--- config.mk ---
export PLATFORM = sky130hd
export DESIGN_NAME = seg_bank_mapper
export DESIGN_NICKNAME = d
export VERILOG_FILES = /design/src/rtl/segmap_pkg.sv /design/src/rtl/lin_addr_gen.sv /design/src/rtl/bank_file.sv /design/src/rtl/phys_mux.sv /design/src/rtl/seg_bank_mapper.sv
export SDC_FILE = /design/constraint.sdc
export NUM_CORES = 1
export LEC_CHECK = 0
export BUFFER_PORTS_ARGS = -buffer_cell sky130_fd_sc_hd__buf_2
export CORE_MARGIN = 3
export CORE_UTILIZATION = 46
export DETAILED_ROUTE_END_ITERATION = 12
export PLACE_DENSITY_LB_ADDON = 0.25
export SKIP_CTS_REPAIR_TIMING = 1
export SLEW_MARGIN = 20
export SYNTH_ARGS = -nofsm -noshare
export SYNTH_HDL_FRONTEND = slang
export SYNTH_SLANG_ARGS = --single-unit
--- constraint.sdc ---
create_clock -name clk -period 2.85 [get_ports clk]
set_input_delay 0.57 -clock clk [delete_from_list [all_inputs] [get_ports clk]]
set_output_delay 0.57 -clock clk [all_outputs]
set_load 0.005 [all_outputs]
--- src/rtl/segmap_pkg.sv ---
package segmap_pkg;

    localparam int LIN_W = 20;
    localparam int SEG_W = 16;
    localparam int OFS_W = 16;
    localparam int PAGE_W = 16;

    typedef enum logic [2:0] {
        RGN_IRAM,
        RGN_SRAM,
        RGN_ROM_A,
        RGN_ROM_B,
        RGN_ROM_WIDE
    } region_e;

    typedef enum logic [1:0] {
        BSEL_WIDE = 2'd0,
        BSEL_SRAM = 2'd1,
        BSEL_PAGE_A = 2'd2,
        BSEL_PAGE_B = 2'd3
    } bank_sel_e;

    typedef struct packed {
        logic iram;
        logic sram;
        logic rom;
    } sel_t;

    typedef struct packed {
        logic [LIN_W-1:0] lin;
        region_e          region;
    } xlate_t;

    function automatic logic [LIN_W-1:0] seg_to_lin(logic [SEG_W-1:0] s, logic [OFS_W-1:0] o);
        logic [LIN_W-1:0] base;
        base = {s, 4'h0};
        return base + {4'h0, o};
    endfunction

    function automatic region_e region_of(logic [LIN_W-1:0] lin);
        case (lin[LIN_W-1:PAGE_W])
            4'h0:    return RGN_IRAM;
            4'h1:    return RGN_SRAM;
            4'h2:    return RGN_ROM_A;
            4'h3:    return RGN_ROM_B;
            default: return RGN_ROM_WIDE;
        endcase
    endfunction

    function automatic sel_t sel_of(region_e r);
        sel_t s;
        s = '0;
        case (r)
            RGN_IRAM: s.iram = 1'b1;
            RGN_SRAM: s.sram = 1'b1;
            default:  s.rom  = 1'b1;
        endcase
        return s;
    endfunction

endpackage

--- src/rtl/lin_addr_gen.sv ---
module lin_addr_gen
    import segmap_pkg::*;
(
    input  logic [SEG_W-1:0] seg,
    input  logic [OFS_W-1:0] ofs,
    output xlate_t           xl
);
    always_comb begin
        xl.lin    = seg_to_lin(seg, ofs);
        xl.region = region_of(xl.lin);
    end
endmodule

--- src/rtl/bank_file.sv ---
module bank_file
    import segmap_pkg::*;
#(
    parameter int ROM_AW      = 24,
    parameter int SRAM_BANK_W = 8,
    localparam int BW  = ROM_AW - PAGE_W,
    localparam int RBW = ROM_AW - LIN_W
) (
    input  logic                   clk,
    input  logic                   rst,
    input  logic                   wr_en,
    input  logic [1:0]             wr_sel,
    input  logic [BW-1:0]          wr_data,
    output logic [RBW-1:0]         wide_bank,
    output logic [SRAM_BANK_W-1:0] sram_bank,
    output logic [BW-1:0]          page_bank [2]
);
    bank_sel_e target;
    assign target = bank_sel_e'(wr_sel);

    always_ff @(posedge clk) begin
        if (rst) begin
            wide_bank <= '1;
            sram_bank <= '1;
        end else if (wr_en) begin
            if (target == BSEL_WIDE) wide_bank <= wr_data[RBW-1:0];
            if (target == BSEL_SRAM) sram_bank <= wr_data[SRAM_BANK_W-1:0];
        end
    end

    for (genvar g = 0; g < 2; g++) begin : g_page
        localparam bank_sel_e MY_SEL = (g == 0) ? BSEL_PAGE_A : BSEL_PAGE_B;
        always_ff @(posedge clk) begin
            if (rst)
                page_bank[g] <= '1;
            else if (wr_en && target == MY_SEL)
                page_bank[g] <= wr_data;
        end
    end
endmodule

--- src/rtl/phys_mux.sv ---
module phys_mux
    import segmap_pkg::*;
#(
    parameter int ROM_AW      = 24,
    parameter int SRAM_BANK_W = 8,
    localparam int BW      = ROM_AW - PAGE_W,
    localparam int RBW     = ROM_AW - LIN_W,
    localparam int SRAM_AW = PAGE_W + SRAM_BANK_W
) (
    input  xlate_t                 xl,
    input  logic [RBW-1:0]         wide_bank,
    input  logic [SRAM_BANK_W-1:0] sram_bank,
    input  logic [BW-1:0]          page_bank [2],
    output logic [ROM_AW-1:0]      rom_pa,
    output logic [SRAM_AW-1:0]     sram_pa
);
    always_comb begin
        rom_pa  = '0;
        sram_pa = '0;
        case (xl.region)
            RGN_SRAM:     sram_pa = {sram_bank, xl.lin[PAGE_W-1:0]};
            RGN_ROM_A:    rom_pa  = {page_bank[0], xl.lin[PAGE_W-1:0]};
            RGN_ROM_B:    rom_pa  = {page_bank[1], xl.lin[PAGE_W-1:0]};
            RGN_ROM_WIDE: rom_pa  = {wide_bank, xl.lin};
            default: ;
        endcase
    end
endmodule

--- src/rtl/seg_bank_mapper.sv ---
module seg_bank_mapper
    import segmap_pkg::*;
#(
    parameter int ROM_AW      = 24,
    parameter int SRAM_BANK_W = 8,
    localparam int BW      = ROM_AW - PAGE_W,
    localparam int RBW     = ROM_AW - LIN_W,
    localparam int SRAM_AW = PAGE_W + SRAM_BANK_W
) (
    input  logic               clk,
    input  logic               rst,
    input  logic [15:0]        seg,
    input  logic [15:0]        ofs,
    input  logic               acc_valid,
    input  logic               wr_en,
    input  logic [1:0]         wr_sel,
    input  logic [BW-1:0]      wr_data,
    output logic [19:0]        lin_addr,
    output logic               sel_iram,
    output logic               sel_sram,
    output logic               sel_rom,
    output logic [ROM_AW-1:0]  phys_addr,
    output logic [SRAM_AW-1:0] sram_addr
);
    xlate_t                 xl;
    logic [RBW-1:0]         wide_bank;
    logic [SRAM_BANK_W-1:0] sram_bank;
    logic [BW-1:0]          page_bank [2];
    logic [ROM_AW-1:0]      rom_pa;
    logic [SRAM_AW-1:0]     sram_pa;
    sel_t                   sel_q;

    lin_addr_gen u_gen (
        .seg (seg),
        .ofs (ofs),
        .xl  (xl)
    );

    bank_file #(.ROM_AW(ROM_AW), .SRAM_BANK_W(SRAM_BANK_W)) u_banks (
        .clk       (clk),
        .rst       (rst),
        .wr_en     (wr_en),
        .wr_sel    (wr_sel),
        .wr_data   (wr_data),
        .wide_bank (wide_bank),
        .sram_bank (sram_bank),
        .page_bank (page_bank)
    );

    phys_mux #(.ROM_AW(ROM_AW), .SRAM_BANK_W(SRAM_BANK_W)) u_mux (
        .xl        (xl),
        .wide_bank (wide_bank),
        .sram_bank (sram_bank),
        .page_bank (page_bank),
        .rom_pa    (rom_pa),
        .sram_pa   (sram_pa)
    );

    always_ff @(posedge clk) begin
        if (rst) begin
            lin_addr  <= '0;
            sel_q     <= '0;
            phys_addr <= '0;
            sram_addr <= '0;
        end else if (acc_valid) begin
            lin_addr  <= xl.lin;
            sel_q     <= sel_of(xl.region);
            phys_addr <= rom_pa;
            sram_addr <= sram_pa;
        end else begin
            sel_q     <= '0;
            phys_addr <= '0;
            sram_addr <= '0;
        end
    end

    assign sel_iram = sel_q.iram;
    assign sel_sram = sel_q.sram;
    assign sel_rom  = sel_q.rom;
endmodule

Word level (Yosys, flattened, before mapping)
Index checks and enable logic that the tools add are counted.
Storage, ports and cells
  flip-flop bits (word level): 99
  output and inout port bits: 71
Cells by class
  add/subtract/negate cells: 1
  equal/unequal tests: 10
  muxes and demuxes: 5
  bitwise operators: 2
  reduce and logical (&&, ||, !) cells: 10
Operators with widths (count)
  $pmux W24 S3: 1
  $add A20 B16 Y20: 1
  $pmux W3 S4: 1
  $eq A4 B2 Y1 const B: 2
  $eq A3 B2 Y1 const B: 2
  $eq A2 B2 Y1 const B: 2
  $eq A4 B1 Y1 const B: 1
  $logic_not A4 Y1: 1
  $reduce_and A2 Y1: 2
  $reduce_or A2 Y1: 2
  $eq A3 B1 Y1 const B: 1
  $eq A3 B3 Y1 const B: 1
  $logic_not A3 Y1: 1
  $mux W1: 3
  $reduce_or A3 Y1: 1
  $eq A2 B1 Y1 const B: 1
  $logic_and A1 B1 Y1: 2
  $logic_not A2 Y1: 1
  $not A1 Y1: 2

Logic depth before layout (Yosys ltp)
Gate-level depths: netlist of the first run.
  depth after elaboration: 6
  depth in mapped cells: 11
  mapped depth without buffers: 10

Hierarchy
Synthesis of the first run repeated with hierarchy kept, for this count alone.
Unflattened totals
  cell total of the unflattened synthesis: 451
  area total of the unflattened synthesis: 4534.3 um2
Modules (own cells, without submodules)
  seg_bank_mapper: times used 1, cells an instance 174, area an instance 2073.2 um2
  bank_file: times used 1, cells an instance 103, area an instance 1037.2 um2
  lin_addr_gen: times used 1, cells an instance 108, area an instance 878.3 um2
  phys_mux: times used 1, cells an instance 66, area an instance 545.5 um2

Worst setup path after synthesis of the first run
No wires, ideal clock.
  path type: input -> register
  from: input port seg[0]
  to: register sram_addr[5]
  setup time: 0.059 ns
  arrival time: 2.887 ns
  data required time: 2.791 ns
  slack: -0.096 ns
  stages: 11
  path buffers: 1
  cell sequence: ha_1 fa_1 a21o_1 a221o_1 nor2b_4 o21ai_2 nand3_1 or4_4 inv_2 buf_6 and2_1
On the way
  cells in the longest elaborated chain, start to end: 6
  elaborated cells between the ends (all ways): 9
  classes of those cells: add/sub: 1; eq/ne: 4; mux: 1; bitwise: 1; reduce/logical: 2
Ends and longest elaborated chain
  start, declared: RTL line seg_bank_mapper.sv:12  | input logic [15:0] seg,
  $add A20 B16 Y20 (*): RTL line segmap_pkg.sv:37  | return base + {4'h0, o};
  $eq A4 B2 Y1, or another cell as far along: RTL line segmap_pkg.sv:41  | case (lin[LIN_W-1:PAGE_W])
  $pmux W3 S4: RTL line segmap_pkg.sv:41
  $eq A3 B1 Y1: RTL line phys_mux.sv:20  | case (xl.region)
  $not A1 Y1 (no line)
  $reduce_or A3 Y1 (no line)
  end signal, assigned: RTL line seg_bank_mapper.sv:69  | sram_addr <= sram_pa;
  end, declared: RTL line seg_bank_mapper.sv:23  | output logic [SRAM_AW-1:0] sram_addr
Every way passes the cells marked *; elsewhere a longest branch is shown, timed or not.
A chain may end at the register's enable or synchronous reset.

Worst setup path in the final report of the first run
  from: input port seg[0]
  to: register phys_addr[21]
On the way
  cells in the longest elaborated chain, start to end: 5
  elaborated cells between the ends (all ways): 10
  classes of those cells: add/sub: 1; eq/ne: 6; mux: 2; reduce/logical: 1
Ends and longest elaborated chain
  $add A20 B16 Y20 (*): RTL line segmap_pkg.sv:37
  $eq A4 B2 Y1, or another cell as far along: RTL line segmap_pkg.sv:41
  $pmux W3 S4 (*): RTL line segmap_pkg.sv:41
  $eq A3 B3 Y1 / $eq A3 B2 Y1 (equally long branches): RTL line phys_mux.sv:20
  $pmux W24 S3 (*): RTL line phys_mux.sv:20
  end signal, assigned: RTL line seg_bank_mapper.sv:68  | phys_addr <= rom_pa;
  end, declared: RTL line seg_bank_mapper.sv:22  | output logic [ROM_AW-1:0] phys_addr,
Marks and branches as above.

==> key figures, run 1 <==
Outcome
  – Status: complete, no violations

GRT
  – First-pass GRT wire length: 16200 um
  – Final global-route overflow total: 0
  – Vias in the first global route: 3297
  – Total track usage: 0.207
  – Antenna violations before repair: 0
  – Largest net degree at the start of global routing: 50

Placement
  – Port bufs: 116
  – RD Place Congestion: 0.845
  – Post-DP HPWL: 7450 um

Critical path
  – Crit path capture type: flip-flop
  – Startpoint Class: input port
  – CP Data Required Time: 3.10 ns
  – Critical Path Fanout Max: 5
  – Critical path class: in -> reg
  – CP arrival: 2.95 ns

Clocking
  – Clock Pin Slew Worst Setup and Hold Paths: 0.10 ns
  – Root buf cell: clkbuf_8
  – Clk_lat worst skew: 0.37 ns
  – CTS tree: yes
  – Total CTS buffers: 9
  – Clk buf depth: 2
  – TritonCTS Sinks: 99
  – H-tree Lvls: 3

Floorplanning
  – Initial core utilization: 0.489
  – Placeable Area: 0.00797 mm2
  – DIE HEIGHT: 98.1 um
  – Die area: 0.00962 mm2
  – Die Wd: 98.1 um
  – Ports: 117
  – Row count: 32

Power and ir drop
  – Leak pwr: 2.49 nW
  – VDD IR max: 0.339 mV
  – Power density over the cells: 593 mW/mm2

Yosys
  – Mapped Area: 0.00390 mm2
  – Yosys reg bits: 99
  – Post-synth cell types: 51
  – Syn Area/Cell: 9.37 um2
  – Ys Warns: 0
  – Syn Inst Count: 416
  – Synthesized net count: 475
  – Register area share after synthesis: 0.508

Drt
  – ANT nets after route: 0
  – DRC: 0
  – Routed len/inst: 14.9 um
  – Initial drt markers: 162
  – Vias: 3479
  – DR pass1 iterations: 5
  – Drt via density: 5.22
  – Final WL: 9930 um

Finish
  – Register area: 0.00198 mm2
  – Commonest non-fill, non-tap cell in the layout: buf_2
  – Antenna cells: 0
  – Multi-input logic area: 0.00184 mm2
  – Nets: 618
  – Fill cells: 680
  – Area delta synth->final: 28.1%
  – Layout cells sized above 1: 0.303
  – Final Util: 0.627
  – Most frequent cells in the layout: 116 x buf_2, 99 x dfxtp_1, 60 x nand2_1

Timing
  – Hold Vio Cnt, Final: 0
  – Skew final: 0.00736 ns
  – Measured slew at the worst slew-check pin: 0.507 ns
  – Final Cycle Share: 0.948
  – RSZ-0062 raised after global routing: false
  – Min cycle time layout: 2.70 ns
  – Hold Slack: 0.440 ns
  – Slew Limit Fails: 0
  – F_max: 370 MHz
  – Relative slew slack: 0.661
  – Setup violators final: 0

Run
  – Max-Cap Viols: 0

Min path
  – Hold Path Class: in -> reg
## cell families (layout without fill, tap and decap cells)
group,count (synthesis),after routing,synth area share
simple gates,198,198,0.256
flops,99,99,0.508
compound gates,65,65,0.118
buf+inv,19,167,0.0205
fa+ha+maj,13,13,0.0436
xor+xnor,11,11,0.0247
mux,11,11,0.0282
## flip-flops by register name, summed over array words and instances, names as in the netlist
| signal | count |
|---|---|
| phys_addr | 24 |
| sram_addr | 24 |
| lin_addr | 20 |
| u_banks.page_bank | 16 |
| u_banks.sram_bank | 8 |
| u_banks.wide_bank | 4 |
| sel_iram | 1 |
| sel_rom | 1 |
| sel_sram | 1 |
## critical path: stages
cell and delay, ns:
buf_2 0.10, ha_1 0.23, fa_2 0.36, a21o_1 0.18, a221o_1 0.37, nand3b_1 0.14, o211ai_1 0.12, buf_4 0.18
nor3_1 0.31, buf_4 0.20, nand3b_1 0.11, o31ai_1 0.08
## path summary, 6_finish.rpt
kind,from,to,slack (ns),depth (start not counted)
hold reg to reg,u_banks.sram_bank[1],sram_addr[17],0.47,1
setup reg to reg,u_banks.page_bank[11],phys_addr[19],1.85,3
setup / recovery,seg[0],phys_addr[21],0.15,12
hold / removal,ofs[2],sram_addr[2],0.44,2
## where the power goes
group	switching [mW]	internal [mW]	leakage, nW	total (mW)
sequential	0.0301	1.46	0.811	1.49
combinational	0.275	0.238	1.57	0.513
clock	0.527	0.430	0.107	0.957
## cell type report
class / instances / area share
clock buffer: 9 / 0.0248
sequential: 99 / 0.397
multi-input combinational: 298 / 0.368
clock inverter: 7 / 0.0188
timing repair buffer: 147 / 0.163
inverter: 4 / 0.00301
tap: 102 / 0.0256
## metal layers
layer / share of wire / up-vias / GRT usage / wire length (um)
met5: 0 / - / 0 / 0
li1: - / 1723 / - / -
met4: 0.012 / 0 / 0.0575 / 118
met1: 0.45 / 1602 / 0.278 / 4460
met2: 0.45 / 141 / 0.327 / 4500
met3: 0.085 / 13 / 0.0593 / 848
## metrics by stage
stage                     setup WS (ns)  setup TNS, ns  total power, mW  cell area, um2  std cells
after floorplan                 0.00164              0             1.80            3900        416
after global placement           -0.139          -4.75             2.02            4780        650
after detailed placement         -0.206          -6.87             2.03            4780        650
after CTS                         0.180              0             2.98            4990        666
after global routing             0.0108              0             3.09            4990        666
final                             0.149              0             2.96            4990        666
## cells in the mapped netlist (all sizes together)
| cell | count | share of area |
|---|---|---|
| buf | 3 | 0.0051 |
| a211oi | 5 | 0.0096 |
| nor4b | 1 | 0.0022 |
| dfxtp | 99 | 0.51 |
| o21a | 3 | 0.0058 |
| a21boi | 2 | 0.0038 |
| a32o | 1 | 0.0026 |
| a2111oi | 1 | 0.0022 |
| nand3b | 30 | 0.058 |
| a21o | 7 | 0.013 |
| nor2 | 52 | 0.050 |
| nand2b | 2 | 0.0032 |
| o21bai | 1 | 0.0029 |
| nor2b | 5 | 0.0099 |
| nand2 | 60 | 0.058 |
| ha | 12 | 0.039 |
| nor3 | 6 | 0.0077 |
| and2 | 22 | 0.035 |
| o21ai | 4 | 0.0061 |
| fa | 1 | 0.0051 |
| and3b | 1 | 0.0022 |
| o22ai | 2 | 0.0032 |
| clkbuf | 12 | 0.012 |
| or2 | 2 | 0.0032 |
| a221oi | 1 | 0.0022 |
| o211a | 1 | 0.0026 |
| a21oi | 17 | 0.023 |
| xor2 | 7 | 0.016 |
| or4 | 1 | 0.0029 |
| mux2i | 11 | 0.028 |
| xnor2 | 4 | 0.0090 |
| a22o | 1 | 0.0022 |
| a221o | 1 | 0.0026 |
| and3 | 8 | 0.013 |
| o211ai | 5 | 0.0096 |
| inv | 4 | 0.0038 |
| nor3b | 1 | 0.0019 |
| nand3 | 6 | 0.0077 |
| nand4 | 1 | 0.0016 |
| o31ai | 5 | 0.0096 |
| a211o | 4 | 0.0090 |
| a31oi | 2 | 0.0032 |
| o2111ai | 2 | 0.0045 |
Power figures use the tool's default switching activity.
==> run 2: changes to the inputs <==
Settings changed: CELL_PAD_IN_SITES_DETAIL_PLACEMENT from default to 1, CELL_PAD_IN_SITES_GLOBAL_PLACEMENT from default to 1, CORE_UTILIZATION 46 to 34.
==> run 2 against run 1 <==
Total power is 19% higher. Routed wire length is 16% higher. Worst setup slack worse by 0.028 ns. Clock-buffer cell count is 1 higher. Largest power group is now clock. Via count is 0.14% higher. Die area is 33% higher. Final area is 5.6% higher. Highest routed layer unchanged. Clock skew is 0.0017 ns lower.
==> key figures, run 2 (synthesis gave the netlist of run 1 again) <==
Outcome
  – Status: complete, no violations

Placement
  – Placed insts: 698 (+7.4%)
  – RD Place Congestion: 0.800 (-5.3%)
  – Placed cell area: 0.00490 mm2 (+2.6%)
  – Post-DP HPWL: 8730 um (+17%)
  – Port bufs: 116 (unchanged)

Finish
  – Most frequent cells in the layout: 116 x buf_2, 99 x dfxtp_1, 60 x nand2_1
  – Area delta synth->final: 35.2%
  – Final Util: 0.478 (-0.149)
  – Commonest non-fill, non-tap cell in the layout: buf_2
  – Fill cells: 1322 (+94%)
  – Nets: 628 (+1.6%)
  – Antenna cells: 0 (unchanged)
  – Top flop regs: phys_addr (24), sram_addr (24), lin_addr (20)
  – Final cell count without fillers: 714 (+7.2%)
  – Fin area: 0.00527 mm2 (+5.6%)
  – Layout cells sized above 1: 0.315 (+0.0121)

Power and ir drop
  – Clock network power share: 0.425 (+0.102)
  – Sequential power share: 0.424 (-0.079)
  – Switching share of power: 0.239 (-0.0424)
  – Power density over the cells: 668 mW/mm2 (+13%)
  – Psw: 0.842 mW (+1.1%)
  – Internal Power: 2.68 mW (+26%)
  – Leak pwr: 2.61 nW (+5.0%)
  – Total power draw: 3.52 mW (+19%)
  – Comb pwr share: 0.151 (-0.022)
  – VDD IR max: 0.464 mV (+37%)

Floorplanning
  – Initial core utilization: 0.353 (-0.136)
  – Row count: 38 (+19%)
  – Ports: 117 (unchanged)
  – Placeable Area: 0.0110 mm2 (+38%)
  – DIE HEIGHT: 113 um (+15%)
  – Die area: 0.0128 mm2 (+33%)
  – Die Wd: 113 um (+15%)

Clocking
  – CTS tree: yes
  – TritonCTS Sinks: 99 (unchanged)
  – Root buf cell: clkbuf_16
  – Clock Pin Slew Worst Setup and Hold Paths: 0.07 ns (-0.03 ns)
  – Clk buf depth: 2 (unchanged)
  – H-tree Lvls: 3 (unchanged)
  – Total CTS buffers: 9 (unchanged)
  – Clk_lat worst skew: 0.35 ns (-0.02 ns)

Critical path
  – Crit path capture type: flip-flop
  – Reg2reg path depth: 3 (unchanged)
  – Critical path class: in -> reg
  – R2R Setup Slk: 2.01 ns (+0.16 ns)
  – CP Data Required Time: 3.14 ns (+0.04 ns)
  – R2R Path Start: u_banks.page_bank[11]
  – Critical Path Fanout Max: 15 (+10)
  – CP arrival: 3.02 ns (+0.07 ns)
  – RR Endpoint: phys_addr[19]
  – Setup crit start: seg[0]
  – Startpoint Class: input port

Timing
  – RSZ-0062 raised after global routing: false
  – Min cycle time layout: 2.73 ns (+0.0281 ns)
  – Skew final: 0.00570 ns (-0.00166 ns)
  – Measured slew at the worst slew-check pin: 0.450 ns (-0.0571 ns)
  – Setup violators final: 0 (unchanged)
  – Final Cycle Share: 0.958 (+0.00985)
  – Hold Vio Cnt, Final: 0 (unchanged)
  – F_max: 366 MHz (-1.0%)
  – Relative slew slack: 0.699 (+0.0382)
  – Hold Slack: 0.455 ns (+0.0142 ns)
  – Slew Limit Fails: 0 (unchanged)

GRT
  – Vias in the first global route: 3646 (+11%)
  – Final global-route overflow total: 0 (unchanged)
  – Antenna violations before repair: 0 (unchanged)
  – Largest net degree at the start of global routing: 26 (-48%)
  – Total track usage: 0.185 (-0.0218)
  – First-pass GRT wire length: 18900 um (+16%)

Drt
  – Metal2 WL: 5490 um (+22%)
  – DRT met1 WL: 5300 um (+19%)
  – DR pass1 iterations: 4 (-1)
  – DR top layer: met4
  – Routed len/inst: 16.1 um (+8.1%)
  – ANT nets after route: 0 (unchanged)
  – Initial drt markers: 157 (-3.1%)
  – Wire length on met3: 541 um (-36%)
  – Drt via density: 4.88 (-6.6%)
  – DRC: 0 (unchanged)
  – Vias: 3484 (+0.14%)
  – Final WL: 11500 um (+16%)

Min path
  – WHS Endpoint: sram_addr[3]
  – Hold_sp: ofs[3]
  – Hold Path Class: in -> reg
  – Worst Hold Depth: 2 (unchanged)

Run
  – Max-Cap Viols: 0 (unchanged)
[run 2: changes by cell type in the layout (fill, tap and decap cells not counted)]
cell and change:
buf_4 +10, bufinv_16 +3, clkbuf_16 +9, clkbuf_8 -8
clkinv_2 +1, clkinv_4 -1, clkinv_8 -1, clkinvlp_4 -1
inv_8 -2
[run 2: routing by layer]
metal | track usage | up-vias
li1 | - | 1737
met1 | 0.235 | 1656
met2 | 0.313 | 76
met3 | 0.0385 | 15
met4 | 0.0649 | 0
met5 | 0 | -
[run 2: layout make-up]
| type | count | area, um2 | area share |
|---|---|---|---|
| clock inverter | 6 | 134 | 0.0254 |
| clock buffer | 10 | 239 | 0.0453 |
| timing repair buffer | 157 | 888 | 0.168 |
| sequential | 99 | 1980 | 0.376 |
| tap | 140 | 175 | 0.0332 |
| inverter | 4 | 15.0 | 0.00285 |
| multi-input combinational | 298 | 1840 | 0.349 |
[run 2: stage by stage]
stage	TNS [ns]	setup slack (ns)
after global placement	-4.45	-0.146
final	0	0.121
after detailed placement	-7.26	-0.223
after floorplan	0	0.00164
after CTS	0	0.114
after global routing	0	0.00870
[run 2: power by group through the flow]
stage / Combinational (mW) / Sequential (mW) / Clock [mW]
2_1_floorplan: 0.275 / 1.52 / 0
6_report: 0.533 / 1.49 / 1.50
3_3_place_gp: 0.516 / 1.52 / 0
5_1_grt: 0.594 / 1.50 / 1.60
3_5_place_dp: 0.532 / 1.52 / 0
4_1_cts: 0.539 / 1.49 / 1.54
[run 2: worst max-delay path by stage]
stage	to	slack, ns	cells past startpoint
2_1_floorplan	sram_addr[4]	0.002	11
5_1_grt	sram_addr[4]	0.009	10
3_3_place_gp	sram_addr[21]	-0.15	10
6_report	sram_addr[4]	0.12	10
3_5_place_dp	sram_addr[16]	-0.22	11
4_1_cts	sram_addr[4]	0.11	10
[run 2: critical path, cell delays in order]
cell      delay [ns]
buf_2           0.10
ha_1            0.23
fa_2            0.36
a21o_1          0.18
a221o_1         0.35
nand3b_1        0.14
o211ai_1        0.16
or4_4           0.57
inv_2           0.18
and2_1          0.17
